$ cat src/rtl/rpirq_pkg.sv
package rpirq_pkg;
   localparam int unsigned NUM_SRC  = 11;
   localparam int unsigned IDX_INTA = 0;
   localparam int unsigned IDX_ERR  = 4;
   localparam int unsigned IDX_PME  = 5;
   localparam int unsigned IDX_HP   = 6;
   localparam int unsigned IDX_HPME = 7;
   localparam int unsigned IDX_LBW  = 8;
   localparam int unsigned IDX_BWM  = 9;
   localparam int unsigned IDX_LEQ  = 10;
   // bits whose hardware condition also clears them
   localparam logic [NUM_SRC-1:0] SELF_CLR_MASK = 11'b000_1111_0000;
endpackage

$ cat src/rtl/rpirq_cond.sv
module rpirq_cond
   import rpirq_pkg::*;
#(
   parameter int ERR_W  = 3,
   parameter int SLOT_W = 6
) (
   input  logic              clk,
   input  logic              rst_n,
   input  logic [3:0]        intx_msg,
   input  logic              intx_disable,
   input  logic [ERR_W-1:0]  err_status,
   input  logic [ERR_W-1:0]  err_report_en,
   input  logic              pme_int_en,
   input  logic              pme_status,
   input  logic              hp_int_en,
   input  logic [SLOT_W-1:0] slot_status,
   input  logic [SLOT_W-1:0] slot_notify_en,
   input  logic              pm_pme_en,
   input  logic              lbw_int_en,
   input  logic              lbw_status,
   input  logic              bwm_int_en,
   input  logic              bwm_status,
   input  logic              leq_int_en,
   input  logic              leq_req,
   output logic [NUM_SRC-1:0] set_vec,
   output logic [NUM_SRC-1:0] keep_vec
);
   logic [SLOT_W-1:0] slot_prev;
   logic [SLOT_W-1:0] slot_live;
   logic [SLOT_W-1:0] slot_rise;
   logic              intx_ok;
   logic              err_lvl;
   logic              pme_lvl;
   logic              hp_lvl;
   logic              hpme_lvl;

   always_ff @(posedge clk or negedge rst_n) begin
      if (!rst_n) slot_prev <= '0;
      else        slot_prev <= slot_status;
   end

   assign slot_live = slot_status & slot_notify_en;
   assign slot_rise = slot_status & ~slot_prev & slot_notify_en;
   assign intx_ok   = ~intx_disable;
   assign err_lvl   = |(err_status & err_report_en);
   assign pme_lvl   = intx_ok & pme_int_en & pme_status;
   assign hp_lvl    = intx_ok & hp_int_en & (|slot_live);
   assign hpme_lvl  = pm_pme_en & (|slot_live);

   always_comb begin
      set_vec  = '0;
      keep_vec = '1;
      set_vec[IDX_INTA +: 4] = intx_msg;
      set_vec[IDX_ERR]   = err_lvl;
      keep_vec[IDX_ERR]  = err_lvl;
      set_vec[IDX_PME]   = pme_lvl;
      keep_vec[IDX_PME]  = pme_lvl;
      set_vec[IDX_HP]    = hp_lvl;
      keep_vec[IDX_HP]   = hp_lvl;
      set_vec[IDX_HPME]  = pm_pme_en & (|slot_rise);
      keep_vec[IDX_HPME] = hpme_lvl;
      set_vec[IDX_LBW]   = intx_ok & lbw_int_en & lbw_status;
      set_vec[IDX_BWM]   = intx_ok & bwm_int_en & bwm_status;
      set_vec[IDX_LEQ]   = leq_int_en & leq_req;
   end
endmodule

$ cat src/rtl/rpirq_bit.sv
module rpirq_bit #(
   parameter bit SELF_CLR = 1'b0
) (
   input  logic clk,
   input  logic rst_n,
   input  logic set_i,
   input  logic keep_i,
   input  logic clr_i,
   output logic q_o
);
   logic drop;

   generate
      if (SELF_CLR) begin : g_selfclr
         assign drop = clr_i | ~keep_i;
      end else begin : g_sticky
         logic unused_keep;
         assign unused_keep = keep_i;
         assign drop = clr_i;
      end
   endgenerate

   // set has priority over any clear
   always_ff @(posedge clk or negedge rst_n) begin
      if (!rst_n)     q_o <= 1'b0;
      else if (set_i) q_o <= 1'b1;
      else if (drop)  q_o <= 1'b0;
   end
endmodule

$ cat src/rtl/rpirq_bus.sv
module rpirq_bus #(
   parameter int              ADDR_W   = 8,
   parameter int              DATA_W   = 32,
   parameter logic [ADDR_W-1:0] REG_ADDR = 'h40,
   parameter int              NB       = 11
) (
   input  logic              clk,
   input  logic              rst_n,
   input  logic              bus_rd,
   input  logic              bus_wr,
   input  logic [ADDR_W-1:0] bus_addr,
   input  logic [DATA_W-1:0] bus_wdata,
   input  logic [NB-1:0]     status,
   output logic [NB-1:0]     clr_mask,
   output logic [DATA_W-1:0] bus_rdata
);
   logic              hit;
   logic [DATA_W-1:0] rd_word;

   assign hit      = (bus_addr == REG_ADDR);
   assign clr_mask = (bus_wr && hit) ? bus_wdata[NB-1:0] : '0;

   generate
      if (DATA_W > NB) begin : g_hi
         logic unused_hi;
         assign unused_hi = ^bus_wdata[DATA_W-1:NB];
      end
   endgenerate

   always_comb begin
      rd_word = '0;
      rd_word[NB-1:0] = status;
   end

   always_ff @(posedge clk or negedge rst_n) begin
      if (!rst_n)             bus_rdata <= '0;
      else if (bus_rd && hit) bus_rdata <= rd_word;
      else                    bus_rdata <= '0;
   end
endmodule

$ cat src/rtl/rpirq_status_top.sv
module rpirq_status_top
   import rpirq_pkg::*;
#(
   parameter int                ADDR_W   = 8,
   parameter int                DATA_W   = 32,
   parameter logic [ADDR_W-1:0] REG_ADDR = 'h40,
   parameter int                ERR_W    = 3,
   parameter int                SLOT_W   = 6
) (
   input  logic              clk,
   input  logic              rst_n,
   input  logic [3:0]        intx_msg,
   input  logic              intx_disable,
   input  logic [ERR_W-1:0]  err_status,
   input  logic [ERR_W-1:0]  err_report_en,
   input  logic              pme_int_en,
   input  logic              pme_status,
   input  logic              hp_int_en,
   input  logic [SLOT_W-1:0] slot_status,
   input  logic [SLOT_W-1:0] slot_notify_en,
   input  logic              pm_pme_en,
   input  logic              lbw_int_en,
   input  logic              lbw_status,
   input  logic              bwm_int_en,
   input  logic              bwm_status,
   input  logic              leq_int_en,
   input  logic              leq_req,
   input  logic              bus_rd,
   input  logic              bus_wr,
   input  logic [ADDR_W-1:0] bus_addr,
   input  logic [DATA_W-1:0] bus_wdata,
   output logic [DATA_W-1:0] bus_rdata,
   output logic              irq_out
);
   localparam int NB = NUM_SRC;

   generate
      if (DATA_W < NB) begin : g_bad_data
         $error("DATA_W must hold all status bits");
      end
      if (ERR_W < 1) begin : g_bad_err
         $error("ERR_W must be at least 1");
      end
      if (SLOT_W < 1) begin : g_bad_slot
         $error("SLOT_W must be at least 1");
      end
   endgenerate

   logic [NB-1:0] set_vec;
   logic [NB-1:0] keep_vec;
   logic [NB-1:0] clr_mask;
   logic [NB-1:0] status_q;

   rpirq_cond #(.ERR_W(ERR_W), .SLOT_W(SLOT_W)) u_cond (
      .clk            (clk),
      .rst_n          (rst_n),
      .intx_msg       (intx_msg),
      .intx_disable   (intx_disable),
      .err_status     (err_status),
      .err_report_en  (err_report_en),
      .pme_int_en     (pme_int_en),
      .pme_status     (pme_status),
      .hp_int_en      (hp_int_en),
      .slot_status    (slot_status),
      .slot_notify_en (slot_notify_en),
      .pm_pme_en      (pm_pme_en),
      .lbw_int_en     (lbw_int_en),
      .lbw_status     (lbw_status),
      .bwm_int_en     (bwm_int_en),
      .bwm_status     (bwm_status),
      .leq_int_en     (leq_int_en),
      .leq_req        (leq_req),
      .set_vec        (set_vec),
      .keep_vec       (keep_vec)
   );

   generate
      for (genvar i = 0; i < NB; i++) begin : g_bit
         rpirq_bit #(.SELF_CLR(SELF_CLR_MASK[i])) u_bit (
            .clk    (clk),
            .rst_n  (rst_n),
            .set_i  (set_vec[i]),
            .keep_i (keep_vec[i]),
            .clr_i  (clr_mask[i]),
            .q_o    (status_q[i])
         );
      end
   endgenerate

   rpirq_bus #(.ADDR_W(ADDR_W), .DATA_W(DATA_W), .REG_ADDR(REG_ADDR), .NB(NB)) u_bus (
      .clk       (clk),
      .rst_n     (rst_n),
      .bus_rd    (bus_rd),
      .bus_wr    (bus_wr),
      .bus_addr  (bus_addr),
      .bus_wdata (bus_wdata),
      .status    (status_q),
      .clr_mask  (clr_mask),
      .bus_rdata (bus_rdata)
   );

   always_ff @(posedge clk or negedge rst_n) begin
      if (!rst_n) irq_out <= 1'b0;
      else        irq_out <= |status_q;
   end
endmodule

$ cat config.mk
export PLATFORM = sky130hd
export DESIGN_NAME = rpirq_status_top
export DESIGN_NICKNAME = d
export VERILOG_FILES = /design/src/rtl/rpirq_pkg.sv /design/src/rtl/rpirq_cond.sv /design/src/rtl/rpirq_bit.sv /design/src/rtl/rpirq_bus.sv /design/src/rtl/rpirq_status_top.sv
export SDC_FILE = /design/constraint.sdc
export NUM_CORES = 1
export LEC_CHECK = 0
export ABC_AREA = 1
export ABC_CLOCK_PERIOD_IN_PS = 1000
export BUFFER_PORTS_ARGS = -buffer_cell sky130_fd_sc_hd__buf_2
export CAP_MARGIN = 20
export CORE_ASPECT_RATIO = 0.7
export CORE_MARGIN = 2
export CORE_UTILIZATION = 42
export DETAILED_ROUTE_END_ITERATION = 16
export HOLD_SLACK_MARGIN = 0.06
export PLACE_DENSITY = 0.9
export SYNTH_ARGS = -nofsm -noshare
export SYNTH_HDL_FRONTEND = slang
export SYNTH_HIERARCHICAL = 1
export SYNTH_SLANG_ARGS = --single-unit
$ cat constraint.sdc
create_clock -name clk -period 1 [get_ports clk]
set_input_delay 0.05 -clock clk [delete_from_list [all_inputs] [get_ports clk]]
set_output_delay 0.05 -clock clk [all_outputs]
set_load 0.1 [all_outputs]
==> results.py, run 1 <==
metrics = {
    "run_status": {
        "outcome": "completed",
    },
    "die": {
        "io_pins": 110,
        "placeableCoreArea_um2": 3580,
        "initial_core_util_pct": 44.8,
        "die_area_um2": 4340,
        "rows": 18,
        "die_h_um": 55.7,
        "dieWidth_um": 77.9,
    },
    "sta": {
        "min_period_ps": 910,
        "rsz0062_at_grt": "false",
        "finalSetupViolations": 0,
        "fin_crit_sh_pct": 91.0,
        "maxSlewViolCount": 0,
        "layout_setup_ws_ps": 90.2,
        "hold_viol_final": 0,
        "clock.fmax_ghz": 1.10,
        "clock-skew-final_ps": 3.40,
        "setup_tns_ps": 0,
        "holdWs_ps": 69.6,
    },
    "logic_synthesis": {
        "yosysWarnings": 6,
        "syn_inst": 221,
        "syn_avg_cell_area_um2": 7.26,
        "syn_area_um2": 1610,
    },
    "global_route": {
        "antenna_found_initial": 0,
        "gr-total-overflow": 0,
        "grt_pass1_wl_um": 5550,
        "track_usage_pct": 16.8,
        "grt_pass1_vias": 1398,
        "grt_start_max_net_pins": 16,
    },
    "setup_path": {
        "cp.required_ps": 950,
        "cp.arrival_ps": 860,
        "worst-path-buf-inv": 1,
        "cp-start-kind": "register",
        "crit_path_end_kind": "output pin",
        "crit_fanout": 1,
        "slowest_stage": "dfrtp_1",
        "critPathTopFamily": "flip-flops",
        "crit_chain": "buf_12",
        "path_class": "reg2out",
        "cpPeakStageDelay_ps": 400,
    },
    "clock_network": {
        "cts_tree": "done",
        "htreeDepth": 2,
        "insertion_delay_ps": 280,
        "numCtsBuffers": 5,
        "cts_setup_buffers": 0,
        "clkTransAtPathRegs_ps": 60,
        "holdBufCountCts": 13,
        "clkSinkCount": 29,
        "cts_resized": 0,
        "clock_path_buffers": 2,
        "root_buffer": "clkbuf_8",
    },
    "power_and_ir_drop": {
        "switching_share_pct": 33.2,
        "power.density_nw_per_um2": 1230,
        "p_int_mw": 1.84,
        "comb_power_share_pct": 23.0,
        "leakage_nw": 1.37,
        "p_seq_share_pct": 44.4,
        "p_switching_mw": 0.913,
        "peakVddDrop_v": 0.000519,
        "p_clk_share_pct": 32.6,
    },
    "placed_design": {
        "dp_slack_ps": -72.4,
        "routabilityCongestion": 0.720,
        "dp_cells": 327,
        "port_buffers": 67,
        "place_hpwl_um": 2590,
    },
    "detailed_routing": {
        "drt_iter0_markers": 83,
        "avgViaCountPerCell": 3.99,
        "vias": 1389,
        "drc": 0,
        "routed_wl_um": 3260,
        "wire_per_inst_um": 9.35,
        "dr.pass1.iters": 7,
        "ant_nets": 0,
    },
    "layout": {
        "area_delta_synth_final_pct": 39.0,
        "fill_cells": 315,
        "diodes": 0,
        "layoutNonFillerInstCount": 348,
        "drive_gt1_share_pct": 26.5,
        "nets": 374,
    },
    "flow_run": {
        "maxCapViolCount": 0,
    },
    "hold_path": {
        "hold_class": "in2reg",
    },
}
-- state kept, by name (all words and copies together), names as in the netlist --
register and count:
g_bit.u_bit/q_o 11, u_cond/slot_prev 6, irq_out 1, u_bus/bus_rdata 11
-- through the flow --
step,total power [mW],cell area [um^2],util (%)
after floorplan,1.78,1680,-
after global placement,1.83,2020,56.4
after detailed placement,1.84,2020,56.4
after CTS,2.79,2230,62.3
after global routing,2.90,2230,62.3
final,2.75,2230,62.3
-- area by class of cell --
class	instances	area, um^2	share of cell area (%)
clock buffer	6	72.6	3.25
timing repair buffer	83	668	29.9
inverter	59	221	9.93
clock inverter	2	10.0	0.449
tap	50	62.6	2.80
sequential	29	726	32.5
multi-input combinational	119	470	21.1
-- worst paths after layout --
path | depth (start not counted) | endpoint | start | slack [ps]
setup / recovery | 1 | bus_rdata[6] | u_bus/bus_rdata[6]$_DFF_PN0_ | 90
hold / removal | 5 | g_bit[8].u_bit/q_o$_DFFE_PN0P_ | lbw_int_en | 70
setup reg to reg | 7 | g_bit[7].u_bit/q_o$_DFFE_PN0P_ | u_cond/slot_prev[3]$_DFF_PN0_ | 150
hold reg to reg | 2 | g_bit[10].u_bit/q_o$_DFFE_PN0P_ | g_bit[10].u_bit/q_o$_DFFE_PN0P_ | 500
max in group asynchronous | 3 | g_bit[4].u_bit/q_o$_DFFE_PN0P_ | rst_n | 280
min in group asynchronous | 2 | u_bus/bus_rdata[0]$_DFF_PN0_ | rst_n | 220
-- power groups by stage --
| stage | Combinational (mW) | Sequential [mW] | Clock [mW] |
|---|---|---|---|
| after global routing | 0.683 | 1.23 | 0.986 |
| after global placement | 0.585 | 1.24 | 0 |
| final | 0.633 | 1.22 | 0.897 |
| after floorplan | 0.535 | 1.24 | 0 |
| after CTS | 0.634 | 1.22 | 0.929 |
| after detailed placement | 0.594 | 1.24 | 0 |
-- per-layer routing --
metal | up-vias | track usage [%] | part of all wire, % | wire [um]
li1 | 715 | - | - | -
met1 | 618 | 17.4 | 39 | 1270
met2 | 49 | 30.7 | 52 | 1690
met3 | 7 | 4.87 | 6.5 | 210
met4 | 0 | 9.02 | 2.4 | 79
met5 | - | 0 | 0 | 0
-- cells in the final DEF, fill, tap and decap left out --
master / count
inv_1: 59
buf_2: 55
nand2_1: 45
nor2_1: 37
dfrtp_1: 29
conb_1: 21
dlygate4sd3_1: 13
buf_12: 12
nand3_1: 11
clkbuf_8: 5
buf_4: 3
clkinv_2: 2
nor2_2: 2
a21oi_1: 2
and2_0: 1
clkbuf_1: 1
(Power assumes the default switching activity.)
==> run 2, diff against run 1 <==
--- a/config.mk
+++ b/config.mk
@@ -15,6 +15,7 @@
 export DETAILED_ROUTE_END_ITERATION = 16
 export HOLD_SLACK_MARGIN = 0.06
 export PLACE_DENSITY = 0.9
+export REMOVE_ABC_BUFFERS = 1
 export SYNTH_ARGS = -nofsm -noshare
 export SYNTH_HDL_FRONTEND = slang
 export SYNTH_HIERARCHICAL = 1
==> run 2 against run 1 <==
  * Routed wire length shrank 4.3%
  * Sequential share of layout area decreased by 1.2 points
  * Setup slack gained 13 ps
  * Combinational power grew 2%
  * Non-clock buffer count is 4 higher
  * Final area increased by 3.7%
  * Largest cell class unchanged
==> results.py, run 2 (synthesis results as in run 1) <==
metrics = {
    "die": {
        "die_h_um": 55.7,
        "placeableCoreArea_um2": 3580,
        "io_pins": 110,
        "dieWidth_um": 77.9,
        "initial_core_util_pct": 44.8,
        "die_area_um2": 4340,
        "rows": 18,
    },
    "setup_path": {
        "r2r_slack_ps": 120,
        "crit_fanout": 1,
        "rr_worst_depth": 7,
        "crit_path_end_kind": "output pin",
        "cp-start-kind": "register",
        "path_class": "reg2out",
        "timing.rr.end": "g_bit[7].u_bit/q_o$_DFFE_PN0P_",
        "worst-path-buf-inv": 1,
        "critPathTopFamily": "flip-flops",
        "cp.arrival_ps": 850,
        "cp.required_ps": 950,
        "crit_chain": "buf_12",
        "cpPeakStageDelay_ps": 400,
        "reg2reg_from": "u_cond/slot_prev[0]$_DFF_PN0_",
        "slowest_stage": "dfrtp_1",
    },
    "placed_design": {
        "place_area_um2": 2030,
        "place_hpwl_um": 2430,
        "routabilityCongestion": 0.731,
        "dp_slack_ps": 5.29,
        "port_buffers": 67,
    },
    "power_and_ir_drop": {
        "leakage_nw": 1.40,
        "power.density_nw_per_um2": 1330,
        "peakVddDrop_v": 0.000663,
    },
    "layout": {
        "diodes": 0,
        "layout_common_cells": "inv_1, buf_2, nand2_1",
        "nets": 378,
        "area_delta_synth_final_pct": 44.1,
        "postLayoutCellArea_um2": 2310,
        "drive_gt1_share_pct": 28.5,
        "reg_top3": "g_bit.u_bit/q_o (11), u_bus/bus_rdata (11), u_cond/slot_prev (6)",
        "final_common_cell": "inv_1",
        "finish.utilization_pct": 64.6,
    },
    "sta": {
        "holdWs_ps": 70.5,
        "layout_setup_ws_ps": 103,
        "clock.fmax_ghz": 1.12,
        "finalSetupViolations": 0,
        "clock-skew-final_ps": 3.56,
        "min_period_ps": 897,
        "hold_viol_final": 0,
        "fin_crit_sh_pct": 89.7,
        "setup_tns_ps": 0,
        "rsz0062_at_grt": "false",
        "maxSlewViolCount": 0,
    },
    "clock_network": {
        "root_buffer": "clkbuf_8",
        "numCtsBuffers": 5,
        "insertion_delay_ps": 280,
        "clock_path_buffers": 2,
        "cts_setup_buffers": 0,
        "cts_tree": "done",
        "clkSinkCount": 29,
        "clkTransAtPathRegs_ps": 60,
        "htreeDepth": 2,
    },
    "global_route": {
        "grt_start_max_net_pins": 30,
        "antenna_found_initial": 0,
        "track_usage_pct": 15.8,
        "grt_pass1_wl_um": 5290,
        "grt_pass1_vias": 1297,
        "gr-total-overflow": 0,
    },
    "hold_path": {
        "hold_class": "in2reg",
        "holdPathStages": 5,
        "hp-start": "lbw_status",
        "min_to": "g_bit[8].u_bit/q_o$_DFFE_PN0P_",
    },
    "detailed_routing": {
        "wire_per_inst_um": 8.85,
        "drc": 0,
        "ant_nets": 0,
        "drt_iter0_markers": 30,
        "avgViaCountPerCell": 3.86,
        "routed_wl_um": 3110,
        "dr.pass1.iters": 4,
        "vias": 1357,
    },
    "flow_run": {
        "maxCapViolCount": 0,
    },
    "run_status": {
        "outcome": "completed",
    },
}
run 2: cell type report:
type,instances,area [um^2]
fillers,312,1270
flip-flops and latches,29,726
repair buffers,87,703
multi-input cells,119,484
inverters,59,221
clock buffers,7,86.3
clock inverters,1,30.0
well taps,50,62.6
run 2: metal layers:
| metal | track usage (%) | share of wire (%) |
|---|---|---|
| met4 | 7.52 | 0.93 |
| met1 | 16.9 | 40 |
| met5 | 0 | 0 |
| met2 | 29.8 | 53 |
| met3 | 3.25 | 5.7 |
run 2: repair_timing:
action	CTS	global route
hold endpoints to repair	41	0
hold buffers	15	0
resized for setup	0	5
setup endpoints to repair	0	1
run 2: power by group:
part	internal [mW]	switching (mW)
logic	0.166	0.480
clock network	0.810	0.409
registers	1.20	0.0181
run 2: worst max-delay path by stage:
stage / start / endpoint / cells past startpoint / slack (ps)
global route: u_cond/slot_prev[2]$_DFF_PN0_ / g_bit[7].u_bit/q_o$_DFFE_PN0P_ / 7 / 20
global placement: bus_addr[2] / g_bit[6].u_bit/q_o$_DFFE_PN0P_ / 10 / 30
floorplan: u_bus/bus_rdata[0]$_DFF_PN0_ / bus_rdata[0] / 0 / 70
detailed placement: bus_addr[1] / g_bit[5].u_bit/q_o$_DFFE_PN0P_ / 10 / 5
finish: u_bus/bus_rdata[7]$_DFF_PN0_ / bus_rdata[7] / 1 / 100
CTS: u_bus/bus_rdata[9]$_DFF_PN0_ / bus_rdata[9] / 1 / 90
run 2: per-stage QoR:
stage                     total power, mW  cells
after global placement               1.83    329
after floorplan                      1.68    207
after detailed placement             1.83    329
after global routing                 3.24    352
after CTS                            3.11    352
final                                3.09    352
